===== config.mk =====
export PLATFORM = sky130hd
export DESIGN_NAME = uart_rx_status
export DESIGN_NICKNAME = d
export VERILOG_FILES = /design/src/rtl/uart_lsr_pkg.sv /design/src/rtl/lsr_sticky_flag.sv /design/src/rtl/rx_occupancy.sv /design/src/rtl/uart_rx_status.sv
export SDC_FILE = /design/constraint.sdc
export NUM_CORES = 1
export LEC_CHECK = 0
export ABC_AREA = 1
export ABC_CLOCK_PERIOD_IN_PS = 5850
export BUFFER_PORTS_ARGS = -buffer_cell sky130_fd_sc_hd__clkbuf_2
export CAP_MARGIN = 20
export CORE_MARGIN = 3
export CORE_UTILIZATION = 48
export DETAILED_ROUTE_END_ITERATION = 8
export PLACE_DENSITY = 0.68
export SYNTH_ARGS = -nofsm -noshare
export SYNTH_HDL_FRONTEND = slang
export SYNTH_SLANG_ARGS = --single-unit

===== constraint.sdc =====
create_clock -name clk -period 5.85 [get_ports clk]
set_input_delay 0 -clock clk [delete_from_list [all_inputs] [get_ports clk]]
set_output_delay 0 -clock clk [all_outputs]
set_load 0.005 [all_outputs]

===== src/rtl/uart_lsr_pkg.sv =====
package uart_lsr_pkg;

  localparam int STAT_W = 8;
  localparam int DR_BIT = 0;
  localparam int OE_BIT = 1;
  localparam int PE_BIT = 2;

  // data_odd: XOR of all data bits. even_sel=1 expects an even total count of ones.
  function automatic logic parity_bad(input logic data_odd, input logic par_bit,
                                      input logic even_sel);
    return data_odd ^ par_bit ^ ~even_sel;
  endfunction

  // Sticky flag next state: a set has priority over a clear.
  function automatic logic sticky_next(input logic cur, input logic set, input logic clr);
    if (set) return 1'b1;
    if (clr) return 1'b0;
    return cur;
  endfunction

endpackage


===== src/rtl/lsr_sticky_flag.sv =====
module lsr_sticky_flag (
  input  logic clk,
  input  logic rst_n,
  input  logic set_i,
  input  logic clr_i,
  output logic flag_o
);
  import uart_lsr_pkg::*;

  logic flag_q;

  always_ff @(posedge clk) begin
    if (!rst_n) flag_q <= 1'b0;
    else        flag_q <= sticky_next(flag_q, set_i, clr_i);
  end

  assign flag_o = flag_q;

  AST_SET_WINS: assert property (@(posedge clk) disable iff (!rst_n)
    set_i |=> flag_o);
  AST_CLEAR_ON_READ: assert property (@(posedge clk) disable iff (!rst_n)
    (clr_i && !set_i) |=> !flag_o);

endmodule


===== src/rtl/rx_occupancy.sv =====
module rx_occupancy #(
  parameter int DEPTH = 16
) (
  input  logic                           clk,
  input  logic                           rst_n,
  input  logic                           fifo_mode_i,
  input  logic                           flush_i,
  input  logic                           push_i,
  input  logic                           pop_i,
  input  logic                           tag_i,
  output logic [$clog2(DEPTH+1)-1:0]     count_o,
  output logic                           full_o,
  output logic                           empty_o,
  output logic                           head_bad_evt_o
);
  localparam int CW = $clog2(DEPTH + 1);
  localparam int PW = (DEPTH > 1) ? $clog2(DEPTH) : 1;
  localparam logic [CW-1:0] CAP_FIFO = CW'(DEPTH);
  localparam logic [CW-1:0] ONE      = CW'(1);

  function automatic logic [PW-1:0] ptr_step(input logic [PW-1:0] p);
    return (p == PW'(DEPTH - 1)) ? '0 : p + PW'(1);
  endfunction

  logic [CW-1:0]    count_q, count_d;
  logic [PW-1:0]    wr_ptr_q, rd_ptr_q;
  logic [DEPTH-1:0] tags_q;
  logic             rd_ok;
  logic             fifo_wr, fifo_rd;
  logic             new_head_from_push, new_head_from_pop;

  assign empty_o = (count_q == '0);
  assign full_o  = fifo_mode_i ? (count_q == CAP_FIFO) : (count_q == ONE);
  assign rd_ok   = pop_i && !empty_o;
  assign fifo_wr = fifo_mode_i && !flush_i && push_i;
  assign fifo_rd = fifo_mode_i && !flush_i && rd_ok;

  always_comb begin
    if (flush_i)          count_d = '0;
    else if (fifo_mode_i) count_d = count_q + CW'(push_i) - CW'(rd_ok);
    else if (push_i)      count_d = ONE;
    else if (rd_ok)       count_d = '0;
    else                  count_d = count_q;
  end

  always_ff @(posedge clk) begin
    if (!rst_n) begin
      count_q  <= '0;
      wr_ptr_q <= '0;
      rd_ptr_q <= '0;
      tags_q   <= '0;
    end else begin
      count_q <= count_d;
      if (flush_i) begin
        wr_ptr_q <= '0;
        rd_ptr_q <= '0;
      end else begin
        if (fifo_wr) begin
          tags_q[wr_ptr_q] <= tag_i;
          wr_ptr_q         <= ptr_step(wr_ptr_q);
        end
        if (fifo_rd) rd_ptr_q <= ptr_step(rd_ptr_q);
      end
    end
  end

  // Which character becomes the FIFO head in the next cycle.
  assign new_head_from_push = fifo_wr && (empty_o || (count_q == ONE && rd_ok));
  assign new_head_from_pop  = fifo_rd && (count_q > ONE);
  assign head_bad_evt_o = (new_head_from_push && tag_i) ||
                          (new_head_from_pop && tags_q[ptr_step(rd_ptr_q)]);

  assign count_o = count_q;

  AST_NO_OVERFLOW: assert property (@(posedge clk) disable iff (!rst_n)
    count_o <= CAP_FIFO);
  AST_PUSH_HAS_ROOM: assert property (@(posedge clk) disable iff (!rst_n)
    fifo_wr |-> (!full_o || rd_ok));
  AST_SINGLE_CAP: assert property (@(posedge clk) disable iff (!rst_n)
    (!fifo_mode_i && !flush_i) |=> (count_o <= ONE));

endmodule


===== src/rtl/uart_rx_status.sv =====
module uart_rx_status #(
  parameter int DEPTH  = 16,
  parameter int DATA_W = 8
) (
  input  logic              clk,
  input  logic              rst_n,
  input  logic              fifo_mode_i,
  input  logic              char_done_i,
  input  logic [DATA_W-1:0] rx_data_i,
  input  logic              rx_par_i,
  input  logic              even_sel_i,
  input  logic              rbr_rd_i,
  input  logic              lsr_rd_i,
  output logic              store_o,
  output logic [7:0]        status_o
);
  import uart_lsr_pkg::*;

  localparam int CW = $clog2(DEPTH + 1);

  logic          mode_q;
  logic          mode_chg;
  logic          char_bad;
  logic          ovr_evt;
  logic          pe_evt;
  logic          head_bad_evt;
  logic          occ_full, occ_empty;
  logic [CW-1:0] occ_count;
  logic          oe_flag, pe_flag;

  always_ff @(posedge clk) begin
    if (!rst_n) mode_q <= 1'b0;
    else        mode_q <= fifo_mode_i;
  end

  assign mode_chg = (fifo_mode_i != mode_q);
  assign char_bad = parity_bad(^rx_data_i, rx_par_i, even_sel_i);
  assign ovr_evt  = char_done_i && occ_full && !rbr_rd_i;
  assign store_o  = fifo_mode_i ? (char_done_i && !ovr_evt) : char_done_i;
  assign pe_evt   = fifo_mode_i ? head_bad_evt : (char_done_i && char_bad);

  rx_occupancy #(.DEPTH(DEPTH)) u_occ (
    .clk            (clk),
    .rst_n          (rst_n),
    .fifo_mode_i    (fifo_mode_i),
    .flush_i        (mode_chg),
    .push_i         (store_o),
    .pop_i          (rbr_rd_i),
    .tag_i          (char_bad),
    .count_o        (occ_count),
    .full_o         (occ_full),
    .empty_o        (occ_empty),
    .head_bad_evt_o (head_bad_evt)
  );

  lsr_sticky_flag u_oe (
    .clk    (clk),
    .rst_n  (rst_n),
    .set_i  (ovr_evt),
    .clr_i  (lsr_rd_i),
    .flag_o (oe_flag)
  );

  lsr_sticky_flag u_pe (
    .clk    (clk),
    .rst_n  (rst_n),
    .set_i  (pe_evt),
    .clr_i  (lsr_rd_i),
    .flag_o (pe_flag)
  );

  always_comb begin
    status_o         = '0;
    status_o[DR_BIT] = !occ_empty;
    status_o[OE_BIT] = oe_flag;
    status_o[PE_BIT] = pe_flag;
  end

  AST_OVR_RAISES_FLAG: assert property (@(posedge clk) disable iff (!rst_n)
    ovr_evt |=> status_o[OE_BIT]);
  AST_FIFO_DROPS_ON_OVR: assert property (@(posedge clk) disable iff (!rst_n)
    (fifo_mode_i && ovr_evt) |-> !store_o);
  AST_STORE_GIVES_DR: assert property (@(posedge clk) disable iff (!rst_n)
    (store_o && !mode_chg) |=> status_o[DR_BIT]);
  AST_DR_FALL_CAUSE: assert property (@(posedge clk) disable iff (!rst_n)
    $fell(status_o[DR_BIT]) |-> ($past(rbr_rd_i) || $past(mode_chg)));
  AST_SINGLE_PE: assert property (@(posedge clk) disable iff (!rst_n)
    (!fifo_mode_i && char_done_i && char_bad) |=> status_o[PE_BIT]);
  AST_FLUSH_EMPTIES: assert property (@(posedge clk) disable iff (!rst_n)
    mode_chg |=> !status_o[DR_BIT]);
  AST_HIGH_BITS_ZERO: assert property (@(posedge clk) disable iff (!rst_n)
    status_o[7:3] == 5'd0);

endmodule


== Word-level counts from Yosys, hierarchy flattened ==
Index checks and enable logic that the tools add are counted.
Cells by class
  add/subtract/negate cells: 4
  order comparisons: 4
  equality and inequality tests: 5
  multiplexer cells: 30
  bitwise operators: 5
  reduce and logical (&&, ||, !) cells: 27
Operators with widths (count)
  $mux 1: 22
  $bwmux 16: 1
  $mux 5: 3
  $logic_and 1x1->1: 14
  $lt 4x5->1 const B: 2
  $add 4x1->4 const B: 2
  $eq 4x4->1 const B: 2
  $mux 4: 2
  $reduce_xor 8->1: 1
  $add 5x1->5: 1
  $eq 5x1->1 const B: 1
  $eq 5x5->1 const B: 1
  $gt 5x1->1 const B: 1
  $logic_not 5->1: 1
  $sub 5x1->5: 1
  $bmux 1 s4: 1
  $demux 1 s4: 1
  $ge 4x1->1 const B: 1
  $logic_not 1->1: 4
  $reduce_bool 2->1: 2
  $not 1->1: 3
  $reduce_bool 3->1: 1
  $logic_or 1x1->1: 2
  $reduce_and 2->1: 1
  other kinds (3): 4
Word-level totals
  bits in registers: 32
  input bits: 16
  output and inout port bits: 9
  logic and storage cells: 82

== Longest topological paths before layout ==
Gate-level depths: netlist of the first run.
  word-level depth: 18
  depth in mapped cells: 16

== Hierarchy ==
A second synthesis of the first run with hierarchy kept.
Unflattened totals
  cell total of the unflattened synthesis: 336
  area, all modules: 2230.9 sq um
By module, submodules not included
  rx_occupancy: instances 1, cells each 249, area an instance 1791.7 sq um, sequential area each 580.6 sq um
  uart_rx_status: instances 1, cells each 75, area an instance 351.6 sq um, sequential area each 20.0 sq um
  lsr_sticky_flag: instances 2, cells each 6, area an instance 43.8 sq um, sequential area each 20.0 sq um

== Worst setup path after synthesis of the first run ==
OpenSTA, ideal clock, no wires.
  path kind: reg2reg
  start point: reg u_occ.count_q[2], in the netlist u_occ.count_o[2]
  end point: reg u_occ.count_q[4], in the netlist u_occ.count_o[4]
  data arrival time: 2564 ps
  required time: 5732 ps
  path slack: 3168 ps
  cell stages (with the launch flop): 17
  buffers on the path: 0
  period minus slack after synthesis: 2682 ps
  cells stage by stage: dfxtp_1 inv_1 ha_1 nand4_1 nand2_1 inv_1 ha_1 inv_1 ha_1 inv_1 fa_1 or2_2 a21oi_1 nor2_1 or2_2 nand3_1 a21oi_1
On the way
  elaborated cells between the ends (all ways): 16
  classes of those cells: add/sub: 2; eq/ne: 2; mux: 4; reduce/logical: 8
RTL lines
  start: declaration: RTL line rx_occupancy.sv:25  | logic [CW-1:0] count_q, count_d;
  start signal: assignment: RTL line rx_occupancy.sv:53  | count_q <= count_d;
  $logic_not 5->1 *: RTL line rx_occupancy.sv:32  | assign empty_o = (count_q == '0);
  $logic_not 1->1 *
  net status_o[0]: RTL line uart_rx_status.sv:15  | output logic [7:0] status_o
  $logic_and 1x1->1 *: RTL line rx_occupancy.sv:34  | assign rd_ok = pop_i && !empty_o;
  $sub 5x1->5: RTL line rx_occupancy.sv:40  | else if (fifo_mode_i) count_d = count_q + CW'(push_i) - CW'(rd_ok);
  $mux 5: RTL line rx_occupancy.sv:40
The timed path passes the listed nets; every way through them passes the cells marked *.
A chain may end at the register's enable or synchronous reset.

== Worst setup path in the final report of the first run ==
  start point: reg u_occ.count_q[2], in the netlist u_occ.count_o[2]
  end point: reg u_occ.count_q[4], in the netlist u_occ.count_o[4]
On the way
  word-level cells in the longest chain between the ends: 10
  elaborated cells between the ends (all ways): 16
  classes of those cells: add/sub: 2; eq/ne: 2; mux: 4; reduce/logical: 8
RTL lines
  $eq 5x1->1 or $eq 5x5->1 (tied branches): RTL line rx_occupancy.sv:33  | assign full_o = fifo_mode_i ? (count_q == CAP_FIFO) : (count_q == ONE);
  $mux 1: RTL line rx_occupancy.sv:33
  $logic_and 1x1->1 (2 in a row): RTL line uart_rx_status.sv:38  | assign ovr_evt = char_done_i && occ_full && !rbr_rd_i;
  $logic_not 1->1: RTL line uart_rx_status.sv:39  | assign store_o = fifo_mode_i ? (char_done_i && !ovr_evt) : char_done_i;
  $logic_and 1x1->1: RTL line uart_rx_status.sv:39
  $mux 1: RTL line uart_rx_status.sv:39
  $add 5x1->5: RTL line rx_occupancy.sv:40
  $sub 5x1->5: RTL line rx_occupancy.sv:40
  $mux 5: RTL line rx_occupancy.sv:40
Parallel ways exist; a longest one is shown, timed or not.

==> results of run 1 <==
==> layer usage <==
metal	share of wire, %	global-route usage (%)
met4	0.74	5.533
met1	52	25.78
met3	4.1	4.270
met5	0	0
met2	44	30.29
==> registers in the layout, summed over array words and instances, names as in the netlist <==
name	count
u_occ.wr_ptr_q	4
mode_q	1
u_occ.count_o	5
u_occ.tags_q	16
u_pe.flag_o	1
u_occ.rd_ptr_q	4
u_oe.flag_o	1
==> per-stage QoR <==
step | utilization, % | area [um^2] | hold WS [ps]
2_1_floorplan | - | 2182 | 110.2
3_3_place_gp | 53.79 | 2245 | 255.4
3_5_place_dp | 53.79 | 2245 | 254.2
4_1_cts | 56.61 | 2362 | 4.651
5_1_grt | 56.61 | 2362 | 43.84
6_report | 56.61 | 2362 | 5.947
==> cell families (layout without fill, tap and decap cells) <==
group / after synthesis / after routing
other: 1 / 5
AOI/OAI and AO/OA: 61 / 61
adders and majority gates: 15 / 15
and+or+nand+nor: 155 / 155
buffers and inverters: 48 / 64
xor gates and xnor gates: 6 / 6
DFF: 32 / 32
==> cells in the final DEF (no fill, tap or decap), drive strengths merged <==
cell type,synthesis,routed
a21boi,1,1
a21oi,30,30
a31oi,2,2
and3,1,1
bufinv,0,1
clkbuf,1,25
clkinv,2,3
conb,1,5
dfxtp,32,32
dlygate4sd3,0,1
fa,1,1
ha,14,14
inv,34,34
nand2,76,76
nand3,36,36
nand3b,2,2
nand4,4,4
nor2,29,29
nor3,4,4
o21a,1,1
o21ai,27,27
or2,3,3
xnor2,4,4
xor2,2,2
==> worst max-delay path: stages, from the launching register on <==
cell and delay (ps):
dfxtp_1 320, inv_1 100, ha_1 210, nand4_1 160
nand2_1 90, inv_1 70, ha_1 270, inv_1 50
ha_1 160, inv_1 50, fa_1 370, or2_2 320
a21oi_1 120, nor2_1 60, or2_2 270, nand3_1 70
a21oi_1 60
==> area by class of cell <==
type | instances | share of cell area, %
clock buffers | 6 | 3.072
clock inverters | 2 | 1.483
inverters | 36 | 5.720
multi-input cells | 242 | 55.51
flip-flops and latches | 32 | 27.12
well taps | 50 | 2.648
repair buffers | 20 | 4.449
==> worst paths after layout <==
| path | endpoint | start | cells past startpoint | slack, ps |
|---|---|---|---|---|
| max | u_occ.count_o[4]$_SDFFE_PP0P_ | u_occ.count_o[2]$_SDFFE_PP0P_ | 16 | 2980 |
| max reg2reg | u_occ.count_o[4]$_SDFFE_PP0P_ | u_occ.count_o[2]$_SDFFE_PP0P_ | 16 | 2980 |
| min | u_oe.flag_o$_SDFFE_PN0P_ | lsr_rd_i | 4 | 6 |
| min reg2reg | u_occ.count_o[3]$_SDFFE_PP0P_ | u_occ.count_o[3]$_SDFFE_PP0P_ | 2 | 460 |
==> power groups by stage <==
stage | Sequential, W | Clock, W | Combinational (W)
after floorplan | 0.000228 | 0 | 0.0000749
after global placement | 0.000229 | 0 | 0.0000918
after detailed placement | 0.000229 | 0 | 0.0000931
after CTS | 0.000224 | 0.000213 | 0.0000938
after global routing | 0.000224 | 0.000224 | 0.000108
final | 0.000224 | 0.000207 | 0.0000934
==> summary.md, run 1 <==
| Metric | Value |
|---|---|
| Number of synthesized flops with an enable pin | `0` |
| Final Slew Violations | `0` |
| Gate power share | `17.8%` |
| Top-count cell post-synth | `nand2_1` |
| DP Cell Count | `379` |
| Initial antenna violation count | `0` |
| Final Hold Fails | `0` |
| Leakage power | `0.9872 nW` |
| Yosys warns | `0` |
| Final ANT Viol Nets | `0` |
| First-pass GRT wire length | `8176 um` |
| Share of layout cells above drive strength 1 | `11.83%` |
| Pre-antenna DRT Iters | `4` |
| CTS tree | `yes` |
| CP Data Required Time | `6020 ps` |
| Fin worst setup slack | `2983 ps` |
| Final setup fails | `0` |
| IO buf count | `19` |
| Yosys cell types | `34` |
| Ranking of synthesized cells by area | `dfxtp_1 (30%), nand2_1 (13%), ha_1 (8.1%), nand3_1 (7.6%), a21oi_1 (6.9%)` |
| Outcome | `finished, final reports clean` |
| Maxcap violations | `0` |
| Chip Height | `73.19 um` |
| # nets final | `368` |
| Final period util | `49.01%` |
| Critical Path Fanout Max | `3` |
| Design Power | `0.0005242 W` |
| Clock slew at reported path FFs | `60 ps` |
| Register area | `640.6 um^2` |
| Total GRT Usage | `19.08%` |
| Synthesized cell area | `2167 um^2` |
| Ys flop type | `dfxtp_1` |
| Die ar. | `5357 um^2` |
| Worst Skew | `7.921 ps` |
| Hold crit path type | `in -> reg` |
| Hold_buf cts | `1` |
| Pint | `0.0003825 W` |
| I/O Pins | `25` |
| Slew @ Worst Pin | `545.8 ps` |
| WS Path Type | `reg -> reg` |
| Initial Util | `51.93%` |
| Via/cell ratio | `5.144` |
| Clock buffer count from CTS | `5` |
| Clock power frac | `39.5%` |
| Min Clock Period, post-route | `2867 ps` |
| Sw frac | `27.03%` |
| Synthesized flop and latch total | `32` |
| Core area | `4173 um^2` |
| Fmax | `348.8 MHz` |
| Synth top area share | `29.56%` |
| PD cells | `221.9 nW/um^2` |
| Total gr overflow | `0` |
| RSZ-0062 raised after global routing | `false` |
| CTS H-Tree Depth | `2` |
| Synth Area in XOR/XNOR | `2.425%` |
| Synth Area in Simple Gates | `33.60%` |
| Slew margin rel. | `63.48%` |
| Post-synthesis mux area share | `0%` |
| Register share of total power | `42.7%` |
| Clk buf depth | `2` |
| Post-CTS setup buffer count | `0` |
| Cells after Synth | `318` |
| Placer congestion estimate | `0.7823` |
| Area taken by multi-input logic gates | `1311 um^2` |
| Seq/Total Area, Yosys | `29.56%` |
| Largest family of logic cells by synthesized area | `simple AND/OR/NAND/NOR gates` |
| Max rail drop VDD | `0.00009312 V` |
| Finished Layout Cells | `388` |
| Post_cts resized | `0` |
| Rows | `23` |
| Total Neg Setup Slack | `0 ps` |
| FFs w/ async S/R, synth | `0%` |
| Syn-to-layout area delta | `9.007%` |
| Routed Wire Length | `4450 um` |
| Synth cell count leaders | `nand2_1 (74), inv_1 (34), nand3_1 (33)` |
| Vias in the first global route | `1909` |
| Crit path DAT | `3030 ps` |
| FILL cells | `430` |
| Area share of fa/ha/maj cells after synthesis | `9.007%` |
| Die width | `73.19 um` |
| N_diodes | `0` |
| Clk Latency, worst-skew pair | `280 ps` |
| Post-route DRC | `0` |
| NetSw | `0.0001417 W` |
| Largest area contributor in the netlist | `dfxtp_1` |
| Largest net degree at the start of global routing | `25` |
| Total number of vias | `1996` |
| Startpoint Class | `flip-flop` |
| Clock sink count | `32` |
| Mean Syn Cell Area | `6.815 um^2` |
| Setup slack at placement | `2979 ps` |
| Detail Placement HPWL | `3445 um` |
| Wire length per cell | `11.47 um` |
| Clock Tree Root | `clkbuf_8` |
| DR iter-0 viols | `115` |
| CP Capture Type | `flip-flop` |
| Complex-gate fraction of the synthesized area | `14.61%` |
Power figures use the tool's default switching activity.
==> run 2, diff against run 1 <==
--- a/config.mk
+++ b/config.mk
@@ -6,7 +6,7 @@
 export NUM_CORES = 1
 export LEC_CHECK = 0
 export ABC_AREA = 1
-export ABC_CLOCK_PERIOD_IN_PS = 5850
+export ABC_CLOCK_PERIOD_IN_PS = 3000
 export BUFFER_PORTS_ARGS = -buffer_cell sky130_fd_sc_hd__clkbuf_2
 export CAP_MARGIN = 20
 export CORE_MARGIN = 3
==> constraint.sdc (replaced) <==
create_clock -name clk -period 3 [get_ports clk]
set_input_delay 0 -clock clk [delete_from_list [all_inputs] [get_ports clk]]
set_output_delay 0 -clock clk [all_outputs]
set_load 0.005 [all_outputs]
==> run 2 against run 1 <==
Effect of this change:
- critical path depth unchanged
- clock skew hardly changed
- utilization about the same
- total power increased by 86%
- flip-flop and latch count stayed put
- worst hold slack improved by 1.4 ps
- maximum frequency is 2.9% higher
- routed wire length up 0.74%
- critical path type unchanged
- count of clock-buffer cells in the layout grew 1
- sequential power is 95% higher
==> summary.md, run 2 (synthesis results as in run 1) <==
| Metric | Value |
|---|---|
| Register area | `640.6 um^2 (unchanged)` |
| M1 WL | `2233 um (was 2293 um)` |
| Outcome | `finished, final reports clean (unchanged)` |
| Routed wl met2 | `2004 um (was 1940 um)` |
| CTS tree | `yes (unchanged)` |
| RSZ-0062 raised after global routing | `false (unchanged)` |
| Via/cell ratio | `5.264 (was 5.144)` |
| WHS | `7.310 ps (was 5.947 ps)` |
| Initial antenna violation count | `0 (unchanged)` |
| CP Data Required Time | `3170 ps (was 6020 ps)` |
| Post-CTS setup buffer count | `0 (unchanged)` |
| Die width | `73.19 um (unchanged)` |
| Reg2Reg Setup Slack | `210 ps (was 2980 ps)` |
| Clock Tree Root | `clkbuf_8 (unchanged)` |
| Final setup fails | `0 (unchanged)` |
| Die ar. | `5357 um^2 (unchanged)` |
| Area taken by multi-input logic gates | `1324 um^2 (was 1311 um^2)` |
| Total gr overflow | `0 (unchanged)` |
| Maxcap violations | `0 (unchanged)` |
| Clock sink count | `32 (unchanged)` |
| Critical Path Fanout Max | `3 (unchanged)` |
| Largest net degree at the start of global routing | `25 (unchanged)` |
| Slew @ Worst Pin | `540.5 ps (was 545.8 ps)` |
| Max reg flops | `16 (unchanged)` |
| Total GRT Usage | `19.16% (was 19.08%)` |
| Startpoint Class | `flip-flop (unchanged)` |
| FILL cells | `415 (was 430)` |
| Setup crit start | `u_occ.count_o[2]$_SDFFE_PP0P_ (unchanged)` |
| PD cells | `413.0 nW/um^2 (was 221.9 nW/um^2)` |
| Vias in the first global route | `1913 (was 1909)` |
| Most common cell after layout, fill and taps aside | `nand2_1 (unchanged)` |
| DR iter-0 viols | `87 (was 115)` |
| Hold crit path type | `in -> reg (unchanged)` |
| Placer congestion estimate | `0.7823 (unchanged)` |
| Clock buffer count from CTS | `5 (unchanged)` |
| Chip Height | `73.19 um (unchanged)` |
| Share of layout cells above drive strength 1 | `12.76% (was 11.83%)` |
| Clk buf depth | `2 (unchanged)` |
| Initial Util | `51.93% (unchanged)` |
| Worst r2r src | `u_occ.count_o[2]$_SDFFE_PP0P_ (unchanged)` |
| WS Path Type | `reg -> reg (unchanged)` |
| I/O Pins | `25 (unchanged)` |
| Register-to-Register Path Depth | `16 (unchanged)` |
| Wire length per cell | `11.58 um (was 11.47 um)` |
| Max rail drop VDD | `0.0002034 V (was 0.00009312 V)` |
| Routed Wire Length | `4483 um (was 4450 um)` |
| CP Capture Type | `flip-flop (unchanged)` |
| Design Power | `0.0009761 W (was 0.0005242 W)` |
| Highest routed layer | `met4 (unchanged)` |
| Post-route DRC | `0 (unchanged)` |
| Final period util | `92.91% (was 49.01%)` |
| Final ANT Viol Nets | `0 (unchanged)` |
| Rows | `23 (unchanged)` |
| IO buf count | `19 (unchanged)` |
| Regs by FF count | `u_occ.tags_q: 16 flops, u_occ.count_o: 5 flops (unchanged)` |
| Worst Skew | `7.923 ps (was 7.921 ps)` |
| Reg2Reg Capture Point | `u_occ.count_o[4]$_SDFFE_PP0P_ (unchanged)` |
| Clock slew at reported path FFs | `60 ps (about the same)` |
| Final Hold Fails | `0 (unchanged)` |
| Biggest register | `u_occ.tags_q (unchanged)` |
| Clk Latency, worst-skew pair | `280 ps (about the same)` |
| Fmax | `358.8 MHz (was 348.8 MHz)` |
| DR WL met3 | `214 um (was 183 um)` |
| Syn-to-layout area delta | `9.065% (was 9.007%)` |
| Detail Placement HPWL | `3504 um (was 3445 um)` |
| Util after Layout | `56.64% (was 56.61%)` |
| CTS H-Tree Depth | `2 (unchanged)` |
| First-pass GRT wire length | `8224 um (was 8176 um)` |
| CP endpoint | `u_occ.count_o[4]$_SDFFE_PP0P_ (unchanged)` |
| Core area | `4173 um^2 (unchanged)` |
| Final Slew Violations | `0 (unchanged)` |
| Leakage power | `0.9842 nW (was 0.9872 nW)` |
| Crit path DAT | `2950 ps (was 3030 ps)` |
| Total Neg Setup Slack | `0 ps (unchanged)` |
| # nets final | `368 (unchanged)` |
| Pre-antenna DRT Iters | `5 (was 4)` |
| Slew margin rel. | `63.83% (was 63.48%)` |
| Total number of vias | `2037 (was 1996)` |
| N_diodes | `0 (unchanged)` |
| Most frequent cells in the layout | `nand2_1 (74), nand3_1 (33), inv_1 (32), dfxtp_1 (32), a21oi_1 (30) (was nand2_1 (74), inv_1 (34), nand3_1 (33))` |
| Min Clock Period, post-route | `2787 ps (was 2867 ps)` |
run 2: changes by cell type in the layout (fill, tap and decap cells not counted), sizes merged:
cell    delta
bufinv     -1
clkbuf     +1
clkinv     -1
run 2: repair_timing:
item	4_1_cts	5_1_grt
endpoints found under the hold margin	3	0
resized for setup	0	4
endpoints found under the setup margin	0	1
hold buffers	1	0
run 2: layer usage:
layer / track usage, % / up-vias
met4: 3.689 / 0
met1: 25.90 / 910
li1: - / 1074
met3: 4.959 / 4
met5: 0 / -
met2: 30.78 / 49
run 2: layout make-up:
type / count / area share (%)
Clock buffer: 7 / 4.076
Inverter: 36 / 5.717
Multi-Input combinational cell: 242 / 56.01
Sequential cell: 32 / 27.10
Tap cell: 50 / 2.647
Timing Repair Buffer: 20 / 4.447
run 2: power by group:
group / switching (W) / leakage [nW] / internal (W)
registers: 0.00000489 / 0.258 / 0.000432
logic: 0.000115 / 0.675 / 0.0000696
clock network: 0.000151 / 0.0503 / 0.000204
total: 0.000271 / 0.984 / 0.000706
run 2: critical path: stages, from the launching register on:
cell,delay [ps]
dfxtp_1,330
inv_2,90
ha_4,140
nand4_1,120
nand2_1,90
inv_1,70
ha_1,270
inv_1,60
ha_1,160
inv_1,60
fa_1,370
or2_2,320
a21oi_1,120
nor2_1,60
or2_2,270
nand3_1,70
a21oi_1,60
run 2: worst min path at each step:
stage / endpoint / startpoint / slack, ps / depth (start not counted)
after floorplan: u_pe.flag_o$_SDFFE_PN0P_ / rst_n / 110 / 2
after global placement: u_pe.flag_o$_SDFFE_PN0P_ / rst_n / 260 / 3
after detailed placement: u_pe.flag_o$_SDFFE_PN0P_ / rst_n / 250 / 3
after CTS: u_oe.flag_o$_SDFFE_PN0P_ / lsr_rd_i / 8 / 4
after global routing: u_oe.flag_o$_SDFFE_PN0P_ / lsr_rd_i / 40 / 4
final: u_oe.flag_o$_SDFFE_PN0P_ / lsr_rd_i / 7 / 4
run 2: metrics by stage:
stage,cell area [um^2],instances,setup WS [ps]
2_1_floorplan,2182,322,318.5
3_3_place_gp,2245,379,224.7
3_5_place_dp,2245,379,131.4
4_1_cts,2351,387,120.4
5_1_grt,2364,387,14.99
6_report,2364,387,212.6
